--- src/rtl/rxq_pkg.sv ---
package rxq_pkg;
  localparam int unsigned OVR_BIT = 5;

  typedef struct packed {
    logic       is_stat;
    logic [7:0] val;
  } rxq_entry_t;

  function automatic rxq_entry_t ovr_entry();
    rxq_entry_t e;
    e.is_stat = 1'b1;
    e.val = '0;
    e.val[OVR_BIT] = 1'b1;
    return e;
  endfunction

  function automatic logic fill_reached(input int unsigned total, input int unsigned level);
    return (level != 0) && (total >= level);
  endfunction
endpackage

--- src/rtl/rxq_store.sv ---
module rxq_store
  import rxq_pkg::*;
#(
  parameter int DEPTH = 64,
  localparam int AW = $clog2(DEPTH),
  localparam int CW = AW + 1
) (
  input  logic             clk,
  input  logic             rst_n,
  input  logic             push,
  input  logic             pop,
  input  logic             ovr_event,
  input  rxq_entry_t       wr_entry,
  output rxq_entry_t       head,
  output logic [DEPTH-1:0] tag_vec,
  output logic [AW-1:0]    rptr,
  output logic [CW-1:0]    total,
  output logic [CW-1:0]    total_nxt,
  output logic [CW-1:0]    stat_cnt
);
  rxq_entry_t    mem [DEPTH];
  logic [AW-1:0] wptr;
  logic [AW-1:0] last_idx;
  logic          last_was_stat;

  assign last_idx      = wptr - AW'(1);
  assign last_was_stat = tag_vec[last_idx];
  assign head          = mem[rptr];
  assign total_nxt     = total + CW'(push) - CW'(pop);

  always_ff @(posedge clk) begin
    if (push) mem[wptr] <= wr_entry;
    else if (ovr_event) mem[last_idx] <= ovr_entry();
  end

  always_ff @(posedge clk or negedge rst_n) begin
    if (!rst_n) begin
      wptr     <= '0;
      rptr     <= '0;
      total    <= '0;
      stat_cnt <= '0;
      tag_vec  <= '0;
    end else begin
      total <= total_nxt;
      stat_cnt <= stat_cnt
                + CW'(push && wr_entry.is_stat)
                + CW'(ovr_event && !last_was_stat)
                - CW'(pop && head.is_stat);
      if (pop) begin
        tag_vec[rptr] <= 1'b0;
        rptr <= rptr + AW'(1);
      end
      if (push) begin
        tag_vec[wptr] <= wr_entry.is_stat;
        wptr <= wptr + AW'(1);
      end else if (ovr_event) begin
        tag_vec[last_idx] <= 1'b1;
      end
    end
  end
endmodule

--- src/rtl/rxq_tracker.sv ---
module rxq_tracker #(
  parameter int DEPTH = 64,
  localparam int AW = $clog2(DEPTH),
  localparam int CW = AW + 1
) (
  input  logic [DEPTH-1:0] tag_vec,
  input  logic [AW-1:0]    rptr,
  input  logic [CW-1:0]    total,
  input  logic [CW-1:0]    stat_cnt,
  output logic [CW-1:0]    q_count,
  output logic             q_eof
);
  // Offset from the head to the oldest tagged entry; lowest offset wins.
  function automatic logic [AW-1:0] first_off(input logic [DEPTH-1:0] tv,
                                              input logic [AW-1:0] base);
    logic [AW-1:0] off;
    off = '0;
    for (int k = DEPTH - 1; k >= 0; k--) begin
      if (tv[base + AW'(k)]) off = AW'(k);
    end
    return off;
  endfunction

  logic [AW-1:0] off;
  assign off     = first_off(tag_vec, rptr);
  assign q_eof   = (stat_cnt != '0);
  assign q_count = q_eof ? (CW'(off) + CW'(1)) : total;
endmodule

--- src/rtl/rxq_ovr_ctl.sv ---
module rxq_ovr_ctl (
  input  logic clk,
  input  logic rst_n,
  input  logic wr_valid,
  input  logic wr_sof,
  input  logic sr_read,
  input  logic pop,
  input  logic is_full,
  output logic push,
  output logic ovr_event,
  output logic ovr_flag
);
  logic hold, sr_seen, pop_seen, accept;

  assign accept    = wr_valid && (!hold || (wr_sof && !ovr_flag));
  assign ovr_event = accept && is_full && !pop;
  assign push      = accept && !ovr_event;

  always_ff @(posedge clk or negedge rst_n) begin
    if (!rst_n) begin
      ovr_flag <= 1'b0;
      hold     <= 1'b0;
      sr_seen  <= 1'b0;
      pop_seen <= 1'b0;
    end else if (ovr_event) begin
      ovr_flag <= 1'b1;
      hold     <= 1'b1;
      sr_seen  <= 1'b0;
      pop_seen <= 1'b0;
    end else if (ovr_flag) begin
      if ((sr_seen || sr_read) && (pop_seen || pop)) ovr_flag <= 1'b0;
      sr_seen  <= sr_seen || sr_read;
      pop_seen <= pop_seen || pop;
    end else if (hold && wr_sof) begin
      hold <= 1'b0;
    end
  end
endmodule

--- src/rtl/rxq_fill_flag.sv ---
module rxq_fill_flag
  import rxq_pkg::*;
#(
  parameter int CW = 7,
  parameter int FW = 6
) (
  input  logic          clk,
  input  logic          rst_n,
  input  logic [CW-1:0] total,
  input  logic [CW-1:0] total_nxt,
  input  logic [FW-1:0] fill_level,
  input  logic          sr_read,
  output logic          rx_full
);
  logic crossing;
  assign crossing = fill_reached(int'(total_nxt), int'(fill_level))
                 && !fill_reached(int'(total), int'(fill_level));

  always_ff @(posedge clk or negedge rst_n) begin
    if (!rst_n) rx_full <= 1'b0;
    else        rx_full <= (rx_full && !sr_read) || crossing;
  end
endmodule

--- src/rtl/rxq_frame_fifo.sv ---
module rxq_frame_fifo
  import rxq_pkg::*;
#(
  parameter int DEPTH = 64,
  localparam int AW = $clog2(DEPTH),
  localparam int CW = AW + 1
) (
  input  logic          clk,
  input  logic          rst_n,
  input  logic          wr_valid,
  input  logic [7:0]    wr_data,
  input  logic          wr_is_status,
  input  logic          wr_sof,
  input  logic          rd_en,
  output logic [7:0]    rd_data,
  output logic          rd_is_status,
  input  logic          sr_read,
  input  logic [AW-1:0] fill_level,
  output logic [CW-1:0] q_count,
  output logic          q_eof,
  output logic          rx_full,
  output logic          ovr_flag
);
  logic             push, pop, ovr_event, is_full;
  logic [DEPTH-1:0] tag_vec;
  logic [AW-1:0]    rptr;
  logic [CW-1:0]    total, total_nxt, stat_cnt;
  rxq_entry_t       head, wr_entry;

  assign pop          = rd_en && (total != '0);
  assign is_full      = (total == CW'(DEPTH));
  assign wr_entry     = '{is_stat: wr_is_status, val: wr_data};
  assign rd_data      = head.val;
  assign rd_is_status = head.is_stat;

  rxq_ovr_ctl u_ovr (
    .clk(clk), .rst_n(rst_n), .wr_valid(wr_valid), .wr_sof(wr_sof),
    .sr_read(sr_read), .pop(pop), .is_full(is_full),
    .push(push), .ovr_event(ovr_event), .ovr_flag(ovr_flag)
  );

  rxq_store #(.DEPTH(DEPTH)) u_store (
    .clk(clk), .rst_n(rst_n), .push(push), .pop(pop), .ovr_event(ovr_event),
    .wr_entry(wr_entry), .head(head), .tag_vec(tag_vec), .rptr(rptr),
    .total(total), .total_nxt(total_nxt), .stat_cnt(stat_cnt)
  );

  rxq_tracker #(.DEPTH(DEPTH)) u_track (
    .tag_vec(tag_vec), .rptr(rptr), .total(total), .stat_cnt(stat_cnt),
    .q_count(q_count), .q_eof(q_eof)
  );

  rxq_fill_flag #(.CW(CW), .FW(AW)) u_fill (
    .clk(clk), .rst_n(rst_n), .total(total), .total_nxt(total_nxt),
    .fill_level(fill_level), .sr_read(sr_read), .rx_full(rx_full)
  );
endmodule

--- config.mk ---
export PLATFORM = sky130hd
export DESIGN_NAME = rxq_frame_fifo
export DESIGN_NICKNAME = d
export VERILOG_FILES = /design/src/rtl/rxq_pkg.sv /design/src/rtl/rxq_store.sv /design/src/rtl/rxq_tracker.sv /design/src/rtl/rxq_ovr_ctl.sv /design/src/rtl/rxq_fill_flag.sv /design/src/rtl/rxq_frame_fifo.sv
export SDC_FILE = /design/constraint.sdc
export NUM_CORES = 1
export LEC_CHECK = 0
export ABC_AREA = 1
export BUFFER_PORTS_ARGS = -buffer_cell sky130_fd_sc_hd__buf_4
export CAP_MARGIN = 20
export CELL_PAD_IN_SITES_DETAIL_PLACEMENT = 1
export CELL_PAD_IN_SITES_GLOBAL_PLACEMENT = 2
export CORE_UTILIZATION = 30
export CTS_CLUSTER_SIZE = 24
export DETAILED_ROUTE_END_ITERATION = 16
export GPL_ROUTABILITY_DRIVEN = 0
export GPL_TIMING_DRIVEN = 0
export PLACE_DENSITY = 0.72
export SLEW_MARGIN = 20
export SYNTH_ARGS = -nofsm -noshare
export SYNTH_HDL_FRONTEND = slang
export SYNTH_SLANG_ARGS = --single-unit
--- constraint.sdc ---
create_clock -name clk -period 8.35 [get_ports clk]
set_clock_uncertainty 0.05 [all_clocks]
set_input_delay 0.835 -clock clk [delete_from_list [all_inputs] [get_ports clk]]
set_output_delay 0.835 -clock clk [all_outputs]
set_load 0.02 [all_outputs]
==> metrics.md, run 1 <==
| Metric | Value |
|---|---|
| Seq cells post-synth | `approximately 670` |
| Netlist area before placement | `35600 sq um` |
| Dpl cells | `between 5000 and 6000` |
| Remaining routing DRC violations | `0` |
| Final Cycle Share | `103%` |
| Critical Path RT | `~7.5 ns` |
| Max-capacitance violation count | `0` |
| Synth async-reset ratio | `14.2%` |
| Final cell count without fillers | `5751` |
| Outcome | `finished, violations left` |
| Die W | `approximately 350 microns` |
| Fraction of the core area covered by cells at the end of the flow | `36.7%` |
| Total Power Consumption | `between 20 and 25 mW` |
| Effective utilization at floorplan | `a little under a third` |
| Floorplan die area | `about 120000 sq um` |
| Setup violators final | `5` |
| Minimum setup slack after placement | `-1.79 ns` |
| Count of TritonRoute iterations in the first routing pass | `5` |
| Post-synth EDFFs | `about 580` |
| Maximum resistive drop on vdd | `0.244 mV` |
| Post-synth top area share | `between 40% and 50%` |
| Hpwl dp | `approximately 130000 microns` |
| Largest stage delay on the critical path | `between 0.4 and 0.5 ns` |
| Clock root buffer | `sky130_fd_sc_hd__clkbuf_16` |
| Area Overhead vs Synth | `21.7%` |
| Net count of the mapped netlist | `3997` |
| Commonest register cell after synthesis | `sky130_fd_sc_hd__edfxtp_1` |
| Share of cells above drive strength 1 | `~14%` |
| First-pass GRT wire length | `241000 microns` |
| Clock period minus final worst setup slack | `8.56 ns` |
| Violations in the final reports | `setup timing` |
| Path type of the worst setup path | `reg -> out` |
| Worst Tran Pin Value | `approximately 1.2 ns` |
| Relative slew margins | `21.9%` |
| Pin count of the biggest net entering global routing | `65` |
| Hold Crit Class | `in -> async` |
| Ranking of synthesized cells by area | `sky130_fd_sc_hd__edfxtp_1 (49%), sky130_fd_sc_hd__nand2_1 (7.2%), sky130_fd_sc_hd__o21ai_0 (6.9%)` |
| Final sum of negative setup slack | `-0.651 ns` |
| Power per cell area | `about 480 nW/um^2` |
| Slack of the critical path | `-0.210 ns` |
| Highest achievable clock rate | `roughly 0.12 GHz` |
| Biggest fanout along the worst timing path | `10` |
| Port Buffer Count | `39` |
| Cell variety after synth | `between 50 and 60` |
| Max-slew violation count | `0` |
| Count of warnings emitted by yosys | `0` |
| Overflow left after global routing | `0` |
| Mean instance size in the synthesized netlist | `9.08 sq um` |
| Total length of routed wires | `about 170000 microns` |
| H-tree levels | `3` |
| RSZ-0062 raised after global routing | `true` |
| Wire length per cell | `29.7 microns` |
| Via density per instance | `roughly 5.7` |
| Hold buffer count at CTS | `0` |
| Via count of the first global-routing pass | `32400` |
| Cell with the largest stage delay on the worst path | `sky130_fd_sc_hd__a31oi_1` |
| Reg clk slew, reported paths | `~0.070 ns` |
| Sequential area share after synthesis | `a little under three fifths` |
| Number of buffers inserted during clock tree synthesis | `a little under 80` |
| Final Hold Violating Endpoints | `0` |
| Commonest cells in the synthesized netlist | `sky130_fd_sc_hd__nand2_1 (685), sky130_fd_sc_hd__nor2_1 (614), sky130_fd_sc_hd__edfxtp_1 (576), sky130_fd_sc_hd__o21ai_0 (490), sky130_fd_sc_hd__nand3_1 (366)` |
| Count of pins on the block boundary | `40` |
| Cell type with the highest occurrence count on the critical path | `sky130_fd_sc_hd__nand2_1` |
| Total routing resource utilization after global routing | `between 20% and 30%` |
| Vias after detailed routing | `32900` |
| Crit path capture type | `output port` |
| DRT iter0 DRCs | `between 3000 and 4000` |
| TritonCTS clock tree | `built` |
| Number of buffers on the longest clock path | `3` |
| Core footprint | `118000 sq um` |
| Startpoint type of the worst setup path | `flip-flop` |
| Crit path arrival time | `roughly 7.7 ns` |
| Initial antenna violation count | `4` |
| Largest area contributor in the netlist | `sky130_fd_sc_hd__edfxtp_1` |
| Post-layout nets | `approximately 4200` |
| Synthesized netlist cell count | `~3900` |
| Number of routed nets with antenna violations | `0` |
| Core Rows | `between 100 and 150` |
| Leakage power | `15.8 nW` |
| Insertion delay of the later-clocked pin in the worst-skew pair | `around 0.67 ns` |
| Most numerous cell in the Yosys netlist | `sky130_fd_sc_hd__nand2_1` |
| Vertical die dimension | `approximately 350 microns` |
| Clk sinks | `approximately 670` |
## registers in the layout, summed over array words and instances, names as in the netlist
| name | flops |
|---|---|
| u_store.total | 7 |
| u_store.mem | 576 |
| u_store.wptr | 6 |
| u_ovr.sr_seen | 1 |
| u_ovr.pop_seen | 1 |
| u_ovr.hold | 1 |
| u_store.stat_cnt | 7 |
| u_store.tag_vec | 64 |
| u_fill.rx_full | 1 |
| u_ovr.ovr_flag | 1 |
| u_store.rptr | 6 |
## final cells by class
type                       instances  area, sq um
clock inverter                    39          428
multi-input combinational       2781        15300
inverter                         255          997
sequential                       671        19700
buffer                           205         1160
clock buffer                      93         2010
tap                             1536         1920
timing repair buffer             167         1840
fill                           13500        74600
antenna                            4         10.0
## cell usage in the layout, fill, tap and decap left out, drive strengths merged, types with 3 or more instances in the layout
cell / synthesis / routed
nand2: 693 / 693
nor2: 614 / 614
edfxtp: 576 / 576
o21ai: 511 / 511
nand3: 367 / 367
inv: 251 / 253
clkbuf: 158 / 247
buf: 54 / 217
o22ai: 157 / 157
o221ai: 103 / 103
dfrtp: 95 / 95
xor2: 58 / 58
a21oi: 57 / 57
ha: 54 / 54
o21a: 38 / 38
clkinv: 4 / 30
a31oi: 29 / 29
o211ai: 17 / 17
nor3: 13 / 13
a221oi: 10 / 10
nand4: 8 / 8
mux2i: 7 / 7
bufinv: 0 / 6
or2: 6 / 6
clkinvlp: 0 / 5
o32ai: 5 / 5
xnor2: 5 / 5
diode: 0 / 4
and2: 3 / 3
a21boi: 3 / 3
a21o: 3 / 3
fa: 3 / 3
nor4: 3 / 3
## layer usage
layer  wire, microns  part of all wire [%]  track usage [%]  vias to the layer above
met2           80100                    47             46.1                     1438
met5              14                0.0082                0                        -
li1                -                     -                -                    14300
met3           12600                   7.4             4.69                      375
met1           69300                    41             35.9                    16700
met4            8730                   5.1             12.5                        2
## worst max-delay path: cells and delay by family, from the launching register on
kind / cells / cell delay, ns
fa+ha+maj: 2 / 0.49
xor+xnor: 1 / 0.16
simple gates: 58 / 3.78
buf+inv: 10 / 1.24
flops: 1 / 0.39
compound gates: 4 / 0.92
## path summary, 6_finish.rpt
kind / from / cells after the start / to / slack (ns)
setup / recovery: u_store.rptr[1]$_DFFE_PN0P_ / 75 / q_count[4] / -0.21
hold / removal: rst_n / 1 / u_store.tag_vec[16]$_DFF_PN0_ / 0.08
setup reg to reg: u_store.rptr[0]$_DFFE_PN0P_ / 22 / u_store.stat_cnt[6]$_DFF_PN0_ / 2.12
hold reg to reg: u_ovr.hold$_DFFE_PN0P_ / 2 / u_ovr.hold$_DFFE_PN0P_ / 0.45
max in group asynchronous: rst_n / 2 / u_store.rptr[4]$_DFFE_PN0P_ / 7.50
min in group clk: wr_sof / 4 / u_ovr.hold$_DFFE_PN0P_ / 0.41
## stage by stage
step	hold WS, ns	cell area (sq um)
CTS	0.0692	42400
global placement	0.413	37800
global route	0.111	43300
floorplan	0.395	35600
finish	0.0823	43300
detailed placement	0.423	39000
## repair_timing
action                                  in CTS  in global routing
buffers inserted                            26                 41
resized for setup                          163                143
cloned                                       2                  3
pin swaps                                   12                 54
endpoints found under the setup margin       7                  7
## where the power goes
group / total (mW) / switching (mW) / internal [mW]
logic: 12.8 / 8.71 / 4.11
clock network: 3.38 / 1.47 / 1.91
registers: 4.40 / 0.456 / 3.94
total: 20.6 / 10.6 / 9.96
## cell families (layout without fill, tap and decap cells)
group / Yosys count / count (layout) / synth area share, %
AO/OA/AOI/OAI: 945 / 945 / 15.8
AND/OR/NAND/NOR: 1709 / 1709 / 19.6
XOR/XNOR: 63 / 63 / 1.74
buffers and inverters: 467 / 759 / 5.35
multiplexers: 7 / 7 / 0.197
flip-flops: 671 / 671 / 55.3
adder cells (fa/ha/maj): 57 / 57 / 2.07
other: 0 / 4 / 0
(Power assumes the default switching activity.)
==> run 2: changes to the inputs <==
--- a/config.mk
+++ b/config.mk
@@ -16,6 +16,7 @@
 export GPL_ROUTABILITY_DRIVEN = 0
 export GPL_TIMING_DRIVEN = 0
 export PLACE_DENSITY = 0.72
+export RECOVER_POWER = 50
 export SLEW_MARGIN = 20
 export SYNTH_ARGS = -nofsm -noshare
 export SYNTH_HDL_FRONTEND = slang
==> metrics.md, run 2 (same netlist as run 1, synthesis figures left out) <==
| Metric | Value |
|---|---|
| Outcome | `finished, violations left` |
| Violations in the final reports | `capacitance limit, slew limit, setup timing` |
| Post-layout nets | `roughly 4200` |
| Vertical die dimension | `about 350 microns` |
| Floorplan die area | `between 100000 and 150000 sq um` |
| Clock period minus final worst setup slack | `8.53 ns` |
| Top metal layer carrying routed signals | `met5` |
| Core footprint | `118000 sq um` |
| Reg clk slew, reported paths | `~0.06 ns` |
| Path type of the worst setup path | `reg -> out` |
| Hold Crit Class | `in -> reg` |
| Max-capacitance violation count | `2` |
| Startpoint type of the worst setup path | `flip-flop` |
| Share of cells above drive strength 1 | `roughly 14%` |
| DRT iter0 DRCs | `between 3000 and 4000` |
| Leakage power | `approximately 16 nW` |
| Number of buffers inserted during clock tree synthesis | `77` |
| Met1 wire length | `between 60000 and 70000 microns` |
| Most used cells in the layout excluding fill and tap cells | `sky130_fd_sc_hd__nand2_1 (661), sky130_fd_sc_hd__edfxtp_1 (576), sky130_fd_sc_hd__nor2_1 (543)` |
| Pin count of the biggest net entering global routing | `65` |
| Post-Place Cell Area | `between 30000 and 40000 sq um` |
| Count of TritonRoute iterations in the first routing pass | `5` |
| Vias after detailed routing | `roughly 33000` |
| Via density per instance | `around 5.7` |
| Remaining routing DRC violations | `0` |
| Met2 WL post-DR | `~80000 microns` |
| Total length of routed wires | `171000 microns` |
| Worst Tran Pin Value | `around 3.1 ns` |
| First-pass GRT wire length | `241000 microns` |
| Crit path arrival time | `between 7 and 8 ns` |
| Fraction of the core area covered by cells at the end of the flow | `a little under two fifths` |
| Power per cell area | `~480 nW/um^2` |
| Clock root buffer | `sky130_fd_sc_hd__clkbuf_16` |
| Met3 routed wirelength | `between 10000 and 15000 microns` |
| Port Buffer Count | `39` |
| Die W | `roughly 350 microns` |
| Largest register by flop count | `u_store.mem` |
| Cell type with the highest occurrence count on the critical path | `sky130_fd_sc_hd__nand2_1` |
| TritonCTS clock tree | `built` |
| Core Rows | `~130` |
| Biggest fanout along the worst timing path | `11` |
| Count of pins on the block boundary | `40` |
| Crit path capture type | `output port` |
| Max-slew violation count | `a little under 100` |
| Regs by FF count | `u_store.mem (576), u_store.tag_vec (64)` |
| Number of flip-flops under the largest register name | `around 580` |
| Final hold slack | `roughly 0.41 ns` |
| Final Cycle Share | `102%` |
| Number of routed nets with antenna violations | `0` |
| Insertion delay of the later-clocked pin in the worst-skew pair | `~0.67 ns` |
| Area Overhead vs Synth | `21.5%` |
| Minimum setup slack after placement | `-1.79 ns` |
| H-tree levels | `3` |
| RSZ-0062 raised after global routing | `true` |
| Dpl cells | `~5600` |
| Slack of the critical path | `-0.175 ns` |
| Final Hold Violating Endpoints | `0` |
| Total routing resource utilization after global routing | `28.0%` |
| Final cell count without fillers | `~5800` |
| Highest achievable clock rate | `approximately 0.12 GHz` |
| Wire length per cell | `29.7 microns` |
| Most common library cell in the layout ignoring fill and taps | `sky130_fd_sc_hd__nand2_1` |
| Effective utilization at floorplan | `approximately 30%` |
| Maximum resistive drop on vdd | `~0.24 mV` |
| Filler Cells Inserted | `13500` |
| Setup violators final | `4` |
| Relative slew margins | `-106%` |
| Final design instance area without fill | `between 40000 and 50000 sq um` |
| Final sum of negative setup slack | `-0.571 ns` |
| Cell with the largest stage delay on the worst path | `sky130_fd_sc_hd__ha_1` |
| Initial antenna violation count | `4` |
| Overflow left after global routing | `0` |
| Largest stage delay on the critical path | `about 0.52 ns` |
| Hpwl dp | `roughly 130000 microns` |
| Total Power Consumption | `between 20 and 25 mW` |
| Via count of the first global-routing pass | `roughly 32000` |
| Hold buffer count at CTS | `0` |
| Clk sinks | `roughly 670` |
| Critical Path RT | `between 7 and 8 ns` |
| Number of buffers on the longest clock path | `3` |
==> run 2: cell type report <==
type / count / area, sq um / share of cell area (%)
flip-flops and latches: 671 / 19700 / 45.5
multi-input cells: 2781 / 15300 / 35.3
clock buffers: 93 / 2010 / 4.64
well taps: 1536 / 1920 / 4.44
repair buffers: 167 / 1800 / 4.16
plain buffers: 205 / 1160 / 2.69
inverters: 255 / 997 / 2.30
clock inverters: 39 / 428 / 0.989
diodes: 4 / 10.0 / 0.0231
==> run 2: metal layers <==
| layer | up-vias | track usage, % |
|---|---|---|
| li1 | 14300 | - |
| met1 | 16700 | 35.9 |
| met2 | 1445 | 46.1 |
| met3 | 371 | 4.69 |
| met4 | 2 | 12.5 |
| met5 | - | 0 |
==> run 2: worst paths after layout <==
check	startpoint	to	slack, ns	depth (start not counted)
setup / recovery	u_store.rptr[5]$_DFFE_PN0P_	q_count[5]	-0.18	66
hold / removal	wr_sof	u_ovr.hold$_DFFE_PN0P_	0.41	4
setup reg to reg	u_store.rptr[0]$_DFFE_PN0P_	u_store.stat_cnt[6]$_DFF_PN0_	2.14	22
hold reg to reg	u_ovr.hold$_DFFE_PN0P_	u_ovr.hold$_DFFE_PN0P_	0.45	2
max in group asynchronous	rst_n	u_store.rptr[4]$_DFFE_PN0P_	2.91	2
min in group asynchronous	rst_n	u_store.tag_vec[16]$_DFF_PN0_	1.09	1
==> run 2: power by group <==
group	switching [mW]	internal (mW)	total, mW	leakage, nW
Sequential	0.459	3.94	4.40	6.39
Combinational	8.71	4.11	12.8	8.19
Clock	1.47	1.91	3.38	1.18
Total	10.6	9.96	20.6	15.8
==> run 2: critical path, delay by kind of cell, from the launching register on <==
kind / cells / cell delay (ns)
DFF: 1 / 0.49
buffers and inverters: 13 / 2.50
and+or+nand+nor: 51 / 3.27
adders and majority gates: 1 / 0.52
AOI/OAI and AO/OA: 1 / 0.19
==> run 2: repair_timing <==
| action | in CTS | in global routing |
|---|---|---|
| setup buffers | 26 | 41 |
| setup endpoints to repair | 7 | 7 |
| gates cloned | 2 | 3 |
| gates resized for setup | 163 | 143 |
| pin swaps | 12 | 54 |
